`config.mk`:
```
export PLATFORM = sky130hd
export DESIGN_NAME = spc_msg_approx
export DESIGN_NICKNAME = d
export VERILOG_FILES = /design/src/rtl/spc_pkg.sv /design/src/rtl/spc_abs.sv /design/src/rtl/spc_psi.sv /design/src/rtl/spc_combine.sv /design/src/rtl/spc_msg_approx.sv
export SDC_FILE = /design/constraint.sdc
export NUM_CORES = 1
export LEC_CHECK = 0
export ABC_AREA = 1
export BUFFER_PORTS_ARGS = -buffer_cell sky130_fd_sc_hd__buf_2
export CORE_MARGIN = 3
export CORE_UTILIZATION = 50
export DETAILED_ROUTE_END_ITERATION = 10
export PLACE_DENSITY = 0.73
export SLEW_MARGIN = 10
export SYNTH_ARGS = -nofsm -noshare
export SYNTH_HDL_FRONTEND = slang
export SYNTH_SLANG_ARGS = --single-unit
```
`constraint.sdc`:
```
create_clock -name clk -period 2.3 [get_ports clk]
set_input_delay 0.115 -clock clk [delete_from_list [all_inputs] [get_ports clk]]
set_output_delay 0.115 -clock clk [all_outputs]
set_load 0.1 [all_outputs]
```
`src/rtl/spc_pkg.sv`:
```
package spc_pkg;
    // Ramp offset 5/8 expressed in eighths, and the fraction width it is exact at
    localparam int PSI_OFS_EIGHTHS = 5;
    localparam int PSI_BASE_FRAC   = 3;
    // Ramp slope 1/4 realised as a right shift
    localparam int PSI_SLOPE_SHIFT = 2;
endpackage

```
`src/rtl/spc_abs.sv`:
```
module spc_abs #(
    parameter int IN_W     = 8,
    parameter bit SATURATE = 1'b1,
    parameter int OUT_W    = SATURATE ? IN_W - 1 : IN_W
) (
    input  logic signed [IN_W-1:0] val_i,
    output logic [OUT_W-1:0]       mag_o
);
    localparam logic [IN_W-1:0] MOST_NEG = {1'b1, {(IN_W-1){1'b0}}};

    generate
        if (SATURATE) begin : g_sat
            // Most negative code folds onto the largest positive magnitude
            always_comb begin
                if (val_i == MOST_NEG)
                    mag_o = '1;
                else if (val_i[IN_W-1])
                    mag_o = OUT_W'(-val_i);
                else
                    mag_o = OUT_W'(val_i);
            end
        end else begin : g_wide
            // Output is as wide as the input, so every magnitude fits
            always_comb begin
                if (val_i[IN_W-1])
                    mag_o = OUT_W'(-val_i);
                else
                    mag_o = OUT_W'(val_i);
            end
        end
    endgenerate
endmodule

```
`src/rtl/spc_psi.sv`:
```
module spc_psi #(
    parameter int A_W    = 9,
    parameter int FRAC_W = 3
) (
    input  logic [A_W-1:0]    a_i,
    output logic [FRAC_W-1:0] psi_o
);
    localparam int OFS = spc_pkg::PSI_OFS_EIGHTHS << (FRAC_W - spc_pkg::PSI_BASE_FRAC);
    localparam logic [A_W-1:0] OFS_EXT = A_W'(OFS);

    logic [A_W-1:0] quarter;

    always_comb begin
        quarter = a_i >> spc_pkg::PSI_SLOPE_SHIFT;
        if (quarter < OFS_EXT)
            psi_o = FRAC_W'(OFS_EXT - quarter);
        else
            psi_o = '0;
    end
endmodule

```
`src/rtl/spc_combine.sv`:
```
module spc_combine #(
    parameter int MSG_W  = 8,
    parameter int FRAC_W = 3
) (
    input  logic [MSG_W-2:0]         mag_a_i,
    input  logic [MSG_W-2:0]         mag_b_i,
    input  logic                     sign_a_i,
    input  logic                     sign_b_i,
    input  logic [FRAC_W-1:0]        psi_add_i,
    input  logic [FRAC_W-1:0]        psi_sub_i,
    output logic signed [MSG_W-1:0]  msg_o
);
    localparam int EXT_W = MSG_W + 2;
    localparam logic signed [EXT_W-1:0] POS_LIM = EXT_W'((2 ** (MSG_W - 1)) - 1);
    localparam logic signed [EXT_W-1:0] NEG_LIM = -POS_LIM;

    logic [MSG_W-2:0]         min_mag;
    logic                     neg;
    logic signed [EXT_W-1:0]  base;
    logic signed [EXT_W-1:0]  corr;
    logic signed [EXT_W-1:0]  total;

    always_comb begin
        min_mag = (mag_a_i < mag_b_i) ? mag_a_i : mag_b_i;
        neg     = sign_a_i ^ sign_b_i;
        base    = neg ? -$signed(EXT_W'(min_mag)) : $signed(EXT_W'(min_mag));
        corr    = $signed(EXT_W'(psi_add_i)) - $signed(EXT_W'(psi_sub_i));
        total   = base + corr;
        if (total > POS_LIM)
            msg_o = MSG_W'(POS_LIM);
        else if (total < NEG_LIM)
            msg_o = MSG_W'(NEG_LIM);
        else
            msg_o = MSG_W'(total);
    end
endmodule

```
`src/rtl/spc_msg_approx.sv`:
```
module spc_msg_approx #(
    parameter int MSG_W  = 8,
    parameter int FRAC_W = 3
) (
    input  logic                     clk,
    input  logic                     rst_n,
    input  logic                     in_valid,
    input  logic signed [MSG_W-1:0]  in_a,
    input  logic signed [MSG_W-1:0]  in_b,
    output logic                     out_valid,
    output logic signed [MSG_W-1:0]  out_msg
);
    localparam int SUM_W = MSG_W + 1;
    localparam int MAG_W = MSG_W - 1;
    localparam logic [FRAC_W-1:0] PSI_PEAK =
        FRAC_W'(spc_pkg::PSI_OFS_EIGHTHS << (FRAC_W - spc_pkg::PSI_BASE_FRAC));
    localparam logic [MSG_W-1:0] MOST_NEG = {1'b1, {(MSG_W-1){1'b0}}};

    logic [MAG_W-1:0]         mag_a;
    logic [MAG_W-1:0]         mag_b;
    logic signed [SUM_W-1:0]  sum_c;
    logic signed [SUM_W-1:0]  dif_c;
    logic [SUM_W-1:0]         sum_mag;
    logic [SUM_W-1:0]         dif_mag;
    logic [FRAC_W-1:0]        psi_sum;
    logic [FRAC_W-1:0]        psi_dif;
    logic signed [MSG_W-1:0]  msg_c;

    // Saturating magnitudes of each input feed the minimum
    spc_abs #(.IN_W(MSG_W), .SATURATE(1'b1), .OUT_W(MAG_W)) u_abs_a (
        .val_i (in_a),
        .mag_o (mag_a)
    );
    spc_abs #(.IN_W(MSG_W), .SATURATE(1'b1), .OUT_W(MAG_W)) u_abs_b (
        .val_i (in_b),
        .mag_o (mag_b)
    );

    // Sum and difference one bit wider so neither can wrap
    always_comb begin
        sum_c = $signed({in_a[MSG_W-1], in_a}) + $signed({in_b[MSG_W-1], in_b});
        dif_c = $signed({in_a[MSG_W-1], in_a}) - $signed({in_b[MSG_W-1], in_b});
    end

    spc_abs #(.IN_W(SUM_W), .SATURATE(1'b0), .OUT_W(SUM_W)) u_abs_sum (
        .val_i (sum_c),
        .mag_o (sum_mag)
    );
    spc_abs #(.IN_W(SUM_W), .SATURATE(1'b0), .OUT_W(SUM_W)) u_abs_dif (
        .val_i (dif_c),
        .mag_o (dif_mag)
    );

    spc_psi #(.A_W(SUM_W), .FRAC_W(FRAC_W)) u_psi_sum (
        .a_i   (sum_mag),
        .psi_o (psi_sum)
    );
    spc_psi #(.A_W(SUM_W), .FRAC_W(FRAC_W)) u_psi_dif (
        .a_i   (dif_mag),
        .psi_o (psi_dif)
    );

    spc_combine #(.MSG_W(MSG_W), .FRAC_W(FRAC_W)) u_combine (
        .mag_a_i   (mag_a),
        .mag_b_i   (mag_b),
        .sign_a_i  (in_a[MSG_W-1]),
        .sign_b_i  (in_b[MSG_W-1]),
        .psi_add_i (psi_sum),
        .psi_sub_i (psi_dif),
        .msg_o     (msg_c)
    );

    // Single output register stage
    always_ff @(posedge clk or negedge rst_n) begin
        if (!rst_n) begin
            out_valid <= 1'b0;
            out_msg   <= '0;
        end else begin
            out_valid <= in_valid;
            if (in_valid)
                out_msg <= msg_c;
        end
    end

    AST_VALID_RISE: assert property (@(posedge clk) disable iff (!rst_n)
        in_valid |=> out_valid);
    AST_VALID_IDLE: assert property (@(posedge clk) disable iff (!rst_n)
        !in_valid |=> !out_valid);
    AST_HOLD_IDLE: assert property (@(posedge clk) disable iff (!rst_n)
        !in_valid |=> $stable(out_msg));
    AST_SYM_RANGE: assert property (@(posedge clk) disable iff (!rst_n)
        out_valid |-> (out_msg != MOST_NEG));
    AST_EQUAL_PEAK: assert property (@(posedge clk) disable iff (!rst_n)
        (in_valid && (in_a == in_b)) |-> (psi_dif == PSI_PEAK));
endmodule

```
[After elaboration in Yosys (flattened, before gate mapping)]
Index checks and enable logic that the tools add are counted.
Storage, ports and cells
  flip-flop bits (word level): 9
  input bits: 19
  output and inout bits: 9
  word-level logic and storage cells: 33
Operators by class
  $add $sub $neg: 11
  $lt $le $gt $ge: 5
  equality and inequality tests: 2
  mux-type cells: 12
  bitwise gates (word level): 1
Operators by type and width (number)
  two-way mux 7 bit: 5
  two-way mux 9 bit: 2
  negator 9 bit: 2
  == test 8 bit, second input constant: 2
  two-way mux 8 bit: 2
  < comparator 7 x 3 -> 1 bit, second input constant: 2
  negator 7 bit: 2
  adder 10 bit: 1
  greater-than comparator 10 x 8 -> 1 bit, second input constant: 1
  < comparator 10 x 8 -> 1 bit, second input constant: 1
  two-way mux 10 bit: 1
  negator 7 -> 10 bit: 1
  adder 8 x 8 -> 9 bit: 1
  subtractor 8 x 8 -> 9 bit: 1
  < comparator 7 bit: 1
  two-way mux 3 bit: 2
  subtractor 3 bit, first input constant: 2
  subtractor 3 x 3 -> 4 bit: 1
  bitwise XOR 1 bit: 1

[Longest topological paths before layout]
  depth in word-level cells: 11
  mapped depth: 38
  mapped depth without buffers: 37

[Cells and area by module]
From an unflattened synthesis, not the netlist that was laid out.
Second synthesis, totals
  cells, all modules: 538
  area, all modules: 3408.3 µm²
Modules (own cells, without submodules)
  spc_combine: times used 1, cells an instance 194, area each 1177.4 µm², seq. area each 0.0 µm²
  spc_msg_approx: times used 1, cells an instance 166, area each 1144.8 µm², seq. area each 225.2 µm²
  spc_abs at u_abs_dif ...: times used 2, cells an instance 40, area each 237.7 µm², seq. area each 0.0 µm²
  spc_abs at u_abs_a ...: times used 2, cells an instance 36, area each 232.7 µm², seq. area each 0.0 µm²
  spc_psi: times used 2, cells an instance 13, area each 72.6 µm², seq. area each 0.0 µm²

[Least setup slack after synthesis]
No wires, ideal clock.
  kind: input -> register
  start point: input port in_a[0]
  end point: register out_msg[0]
  setup time: 0.113 ns
  arrival: 5.310 ns
  data required time: 2.187 ns
  slack: -3.123 ns
  stages: 35
  buffers on the path: 0
  cell sequence: ha_1 fa_1 nand3_1 nand2_1 a21oi_1 o21ai_0 a21oi_1 nand3_1 o21ai_0 o21ai_0 xor2_1 inv_1 ha_1 nor2_1 nand4_1 nor3_1 ha_1 nand2_1 nor2_1 a211oi_1 ha_1 a21oi_1 o21ai_0 a21oi_1 o21bai_1 nand2_1 nand2_1 nand2_1 nand2_1 xnor2_1 nand3b_1 nand2_4 nand3_1 nand2_1 inv_1
On the way
  longest elaborated chain between the ends: 11
  elaborated cells between the ends (all ways): 26
  classes of those cells: add/sub (10); order compare (5); eq/ne (1); mux (10)
Ends and longest elaborated chain
  start: declaration: line spc_msg_approx.sv:8  | input logic signed [MSG_W-1:0] in_a,
  branches (longest 7 deep; another with adder 8 x 8 -> 9 bit)
  adder 10 bit (*): line spc_combine.sv:28  | total = base + corr;
  < comparator 10 x 8 -> 1 bit: line spc_combine.sv:31  | else if (total < NEG_LIM)
  two-way mux 8 bit: line spc_combine.sv:31
  two-way mux 8 bit (*): line spc_combine.sv:29  | if (total > POS_LIM)
  end signal: assignment: line spc_msg_approx.sv:81  | out_msg <= msg_c;
  end: declaration: line spc_msg_approx.sv:11  | output logic signed [MSG_W-1:0] out_msg
Every way passes the cells marked *.
A chain may end at the register's enable or synchronous reset.

[Final worst setup path]
  start point: input port in_b[1]
  end point: register out_msg[1]
On the way
  longest elaborated chain between the ends: 11
  elaborated cells between the ends (all ways): 26
  classes of those cells: add/sub (10); order compare (5); eq/ne (1); mux (10)
Ends and longest elaborated chain
  start: declaration: line spc_msg_approx.sv:9  | input logic signed [MSG_W-1:0] in_b,
  branches (longest 7 deep; another with adder 8 x 8 -> 9 bit)
  adder 10 bit (*): line spc_combine.sv:28
  < comparator 10 x 8 -> 1 bit: line spc_combine.sv:31
  two-way mux 8 bit: line spc_combine.sv:31
  two-way mux 8 bit (*): line spc_combine.sv:29
Marked as above.

==> results <==
- The average instance in the mapped netlist occupies 6.55 um^2.
- Data on the critical path arrives at its endpoint at 5.42 ns.
- Clock tree synthesis selected as its root buffer the cell clkbuf_8.
- In the routed design, unresolved DRC markers number 0.
- The met3 layer usage reported by global route is around 2.1%.
- The final net count is 634.
- The critical-path cell with the highest stage delay is ha_1.
- The number of distinct standard cells referenced by the synthesized netlist is 37.
- The highest clock rate is between 150 and 200 MHz.
- The number of warnings issued by yosys is 0.
- Across all setup checks in the final design, the least slack found is -3.00 ns.
- The largest vdd supply drop is around 1.3 mV.
- The worst register-to-register path has a depth of 3.
- The later-pin clock latency in the skew report is 0.24 ns.
- The first-pass GRT wire length is 13.9 mm.
- The share of final-layout standard cells stronger than drive strength 1 is 50.8%.
- The area of the core region is 4880 um^2.
- The worst setup path is launched from an input port.
- For this run the aggregate overflow at the end of global routing stands at 0.
- The synthesized design spends more area on one cell type than any other, namely ha_1.
- STA classifies the critical path endpoint as a flop.
- In the synthesized netlist, the cells that appear most often are nand2_1, inv_1, ha_1, nor2_1, a21oi_1.
- The number of antenna diodes is 0.
- The final weighted congestion in routability-driven placement is roughly 0.94.
- The buffer and inverter count on the worst path is 6.
- The classification of the worst-slack hold path is input port to flop.
- Counting every net in the synthesized netlist gives ~460.
- The final design instance area without fill is 4450 um^2.
- The die covers just over 6000 um^2.
- The maximum single-stage delay on the critical path is 0.35 ns.
- The initial cell density of the core is between 50% and 60%.
- The number of antenna violations at the first check in global routing came to 0.
- At the pin with the least slew margin, the transition time is between 0.4 and 0.5 ns.
- The count of vias placed by the detailed router is 3548.
- The total wire length after detailed routing is 10.7 mm.
- The standard cell area after detailed placement is roughly 3900 um^2.
- The TritonCTS clock tree is built.
- At the worst endpoint, the required time is 2.42 ns.
- The flow ran to the end, but the final reports show violations.
- Across every metal layer, demand over resource in global routing totals 27.3%.
- The detailed router finished its first iteration with about 270 violations.
- The max-capacitance violation count is 0.
- Summed over its instances, the top area cell type makes up between 15 and 20% of the synthesized netlist area.
- The number of levels the H-tree was split into is 1.
- Before antenna repair, the detailed router went through 7 iterations.
- The met1 track demand over resource in global routing is a little over a quarter.
- The power per cell area is 1370 nW/um^2.
- The width of the chip is 78.4 um.
- Setup repair after global routing could not meet its margin everywhere.
- Port buffering added 27 buffers.
- The count of mapped cells out of synthesis is 400.
- The number of setup violations in the final report is 8.
- The predominant post-synthesis flop cell is dfrtp_1.
- In this design, the largest share of critical-path delay is due to simple AND/OR/NAND/NOR gates.
- By area the synthesized netlist is led by ha_1, nand2_1, inv_1, dfrtp_1, xor2_1.
- During I/O placement, the number of pins put on the boundary was 28.
- The total of fill cells in the finished design is ~220.
- Summing every instance area after synthesis gives 2620 um^2.
- Along the worst hold path, the cell count comes to 1.
- Of all nets on the critical path, the largest fanout is 4.
- The kind of critical path is input port to flop.
- Dividing the detail-routed wire length by the instance count gives approximately 17 um.
- The maximum number of pins on one net before global-route repair is 13.
- The number of synthesized flops with an enable pin is 0.
- The max-slew violation total from the final report is 0.
- After clock tree synthesis, the clock-pin slew on the worst setup and hold paths is 0.05 ns.
- The area growth from synthesis to layout is 69.6%.
- The most prevalent standard cell on the critical path is nand2_1.
- The maximum clock skew at final layout is 0 ns.
- The critical path crosses 35 cells after its start point.
- For this run, asynchronously set or reset flops after synthesis account for between 90% and 100%.
- The number of CTS-inserted buffers is 3.
- The setup check on the worst reg-to-reg path leaves a slack of around 1.5 ns.
- The cell row count is 25.
- The final count of hold timing violations is 0.
- For the finished layout, the period the worst path requires is around 5.3 ns.
- For this run, the register share of the synthesized area comes to 8.59%.
- The number of global-route vias before repair came to 3388.
- For this design, the sink count on the clock tree is 9.
- The checks that failed: negative setup slack.
- For the final routed database, the setup TNS stands at -22.73 ns.
- The final cycle utilization of the critical path is 230%.
- Once detail routing completed, the nets flagged for antenna violations numbered 0.
- Yosys instantiated no cell more often than nand2_1.
- The leakage power of the design is 2.31 nW.
- The highest-utilization routing layer at the global route stage is met2.
- The wire-length estimate of the detail-placed layout is 6.40 mm.
- The die outline height is between 70 and 80 um.
- The met2 usage in global routing is about three fifths.
- In the routed layout, each cell is associated on average with a via count of ~5.6.
- The worst slew margin relative to its limit is 67.6%.
- The flip-flop and latch count after synthesis is 9.
- The buffer levels on the longest clock path is 2.
==> final cells by class <==
class	instances	area, um^2	area share [%]
Timing Repair Buffer	168	1280	28.7
Inverter	66	255	5.74
Tap cell	67	83.8	1.89
Multi-Input combinational cell	322	2560	57.6
Clock buffer	4	45.0	1.01
Sequential cell	9	225	5.07
==> cell families (layout without fill, tap and decap cells) <==
group	Yosys count	in the layout	synth area share, %
AO/OA/AOI/OAI	70	70	16.4
XOR/XNOR	32	32	10.7
adder cells (fa/ha/maj)	45	45	22.6
buffers and inverters	69	238	10.5
flip-flops	9	9	8.59
AND/OR/NAND/NOR	175	175	31.2
==> metal layers <==
metal / share of wire (%) / vias to the layer above
li1: - / 1618
met1: 37 / 1686
met3: 5.6 / 55
met5: 0 / -
met4: 4.0 / 0
met2: 53 / 189
==> path summary, 6_finish.rpt <==
kind,start,endpoint
setup / recovery,in_b[1],out_msg[1]
hold / removal,in_valid,out_valid
setup reg to reg,out_msg[0],out_msg[0]
hold reg to reg,out_msg[2],out_msg[2]
max in group asynchronous,rst_n,out_msg[7]
min in group asynchronous,rst_n,out_msg[1]
==> registers in the layout (all words and copies together) (netlist names) <==
register   count
out_msg        8
out_valid      1
==> report_power, final <==
part	leakage (nW)	internal, mW	switching, mW
Sequential	0.0986	0.235	0.0327
Combinational	2.18	2.42	3.21
Clock	0.0228	0.121	0.0683
==> repair_timing <==
item,in CTS,in global routing
resized for setup,44,52
pin swaps,38,62
hold endpoints to repair,9,0
hold buffers,1,0
setup buffers,10,8
setup endpoints to repair,8,8
==> metrics by stage <==
step	power (mW)	worst slack [ns]	std cells	util, %	hold slack (ns)
after detailed placement	4.42	-3.12	613	79.1	-0.0296
after global placement	4.25	-2.95	613	79.1	-0.0360
after floorplan	2.93	-2.49	400	-	-0.181
final	6.08	-3.00	636	91.1	0.157
after global routing	6.38	-3.20	636	91.1	0.166
after CTS	5.06	-2.52	628	85.5	0.127
==> cells in the final DEF (no fill, tap or decap), types with 4 or more instances in the layout <==
cell type / Yosys / layout
a21oi_1: 24 / 13
a21oi_2: 5 / 16
a31oi_1: 4 / 4
buf_2: 0 / 25
buf_4: 1 / 131
buf_6: 0 / 6
dfrtp_1: 9 / 9
fa_2: 0 / 4
ha_1: 41 / 26
ha_2: 0 / 4
ha_4: 0 / 11
inv_1: 64 / 54
inv_2: 2 / 9
nand2_1: 72 / 61
nand2_2: 11 / 20
nand2_4: 5 / 7
nand3_1: 21 / 11
nand3_2: 2 / 10
nor2_1: 41 / 38
nor2_2: 4 / 6
nor3_1: 10 / 5
nor3_2: 0 / 4
o21ai_0: 21 / 11
o21ai_1: 0 / 5
o21ai_2: 1 / 6
xnor2_1: 11 / 10
xor2_1: 21 / 17
xor2_2: 0 / 4
Power figures use the tool's default switching activity.
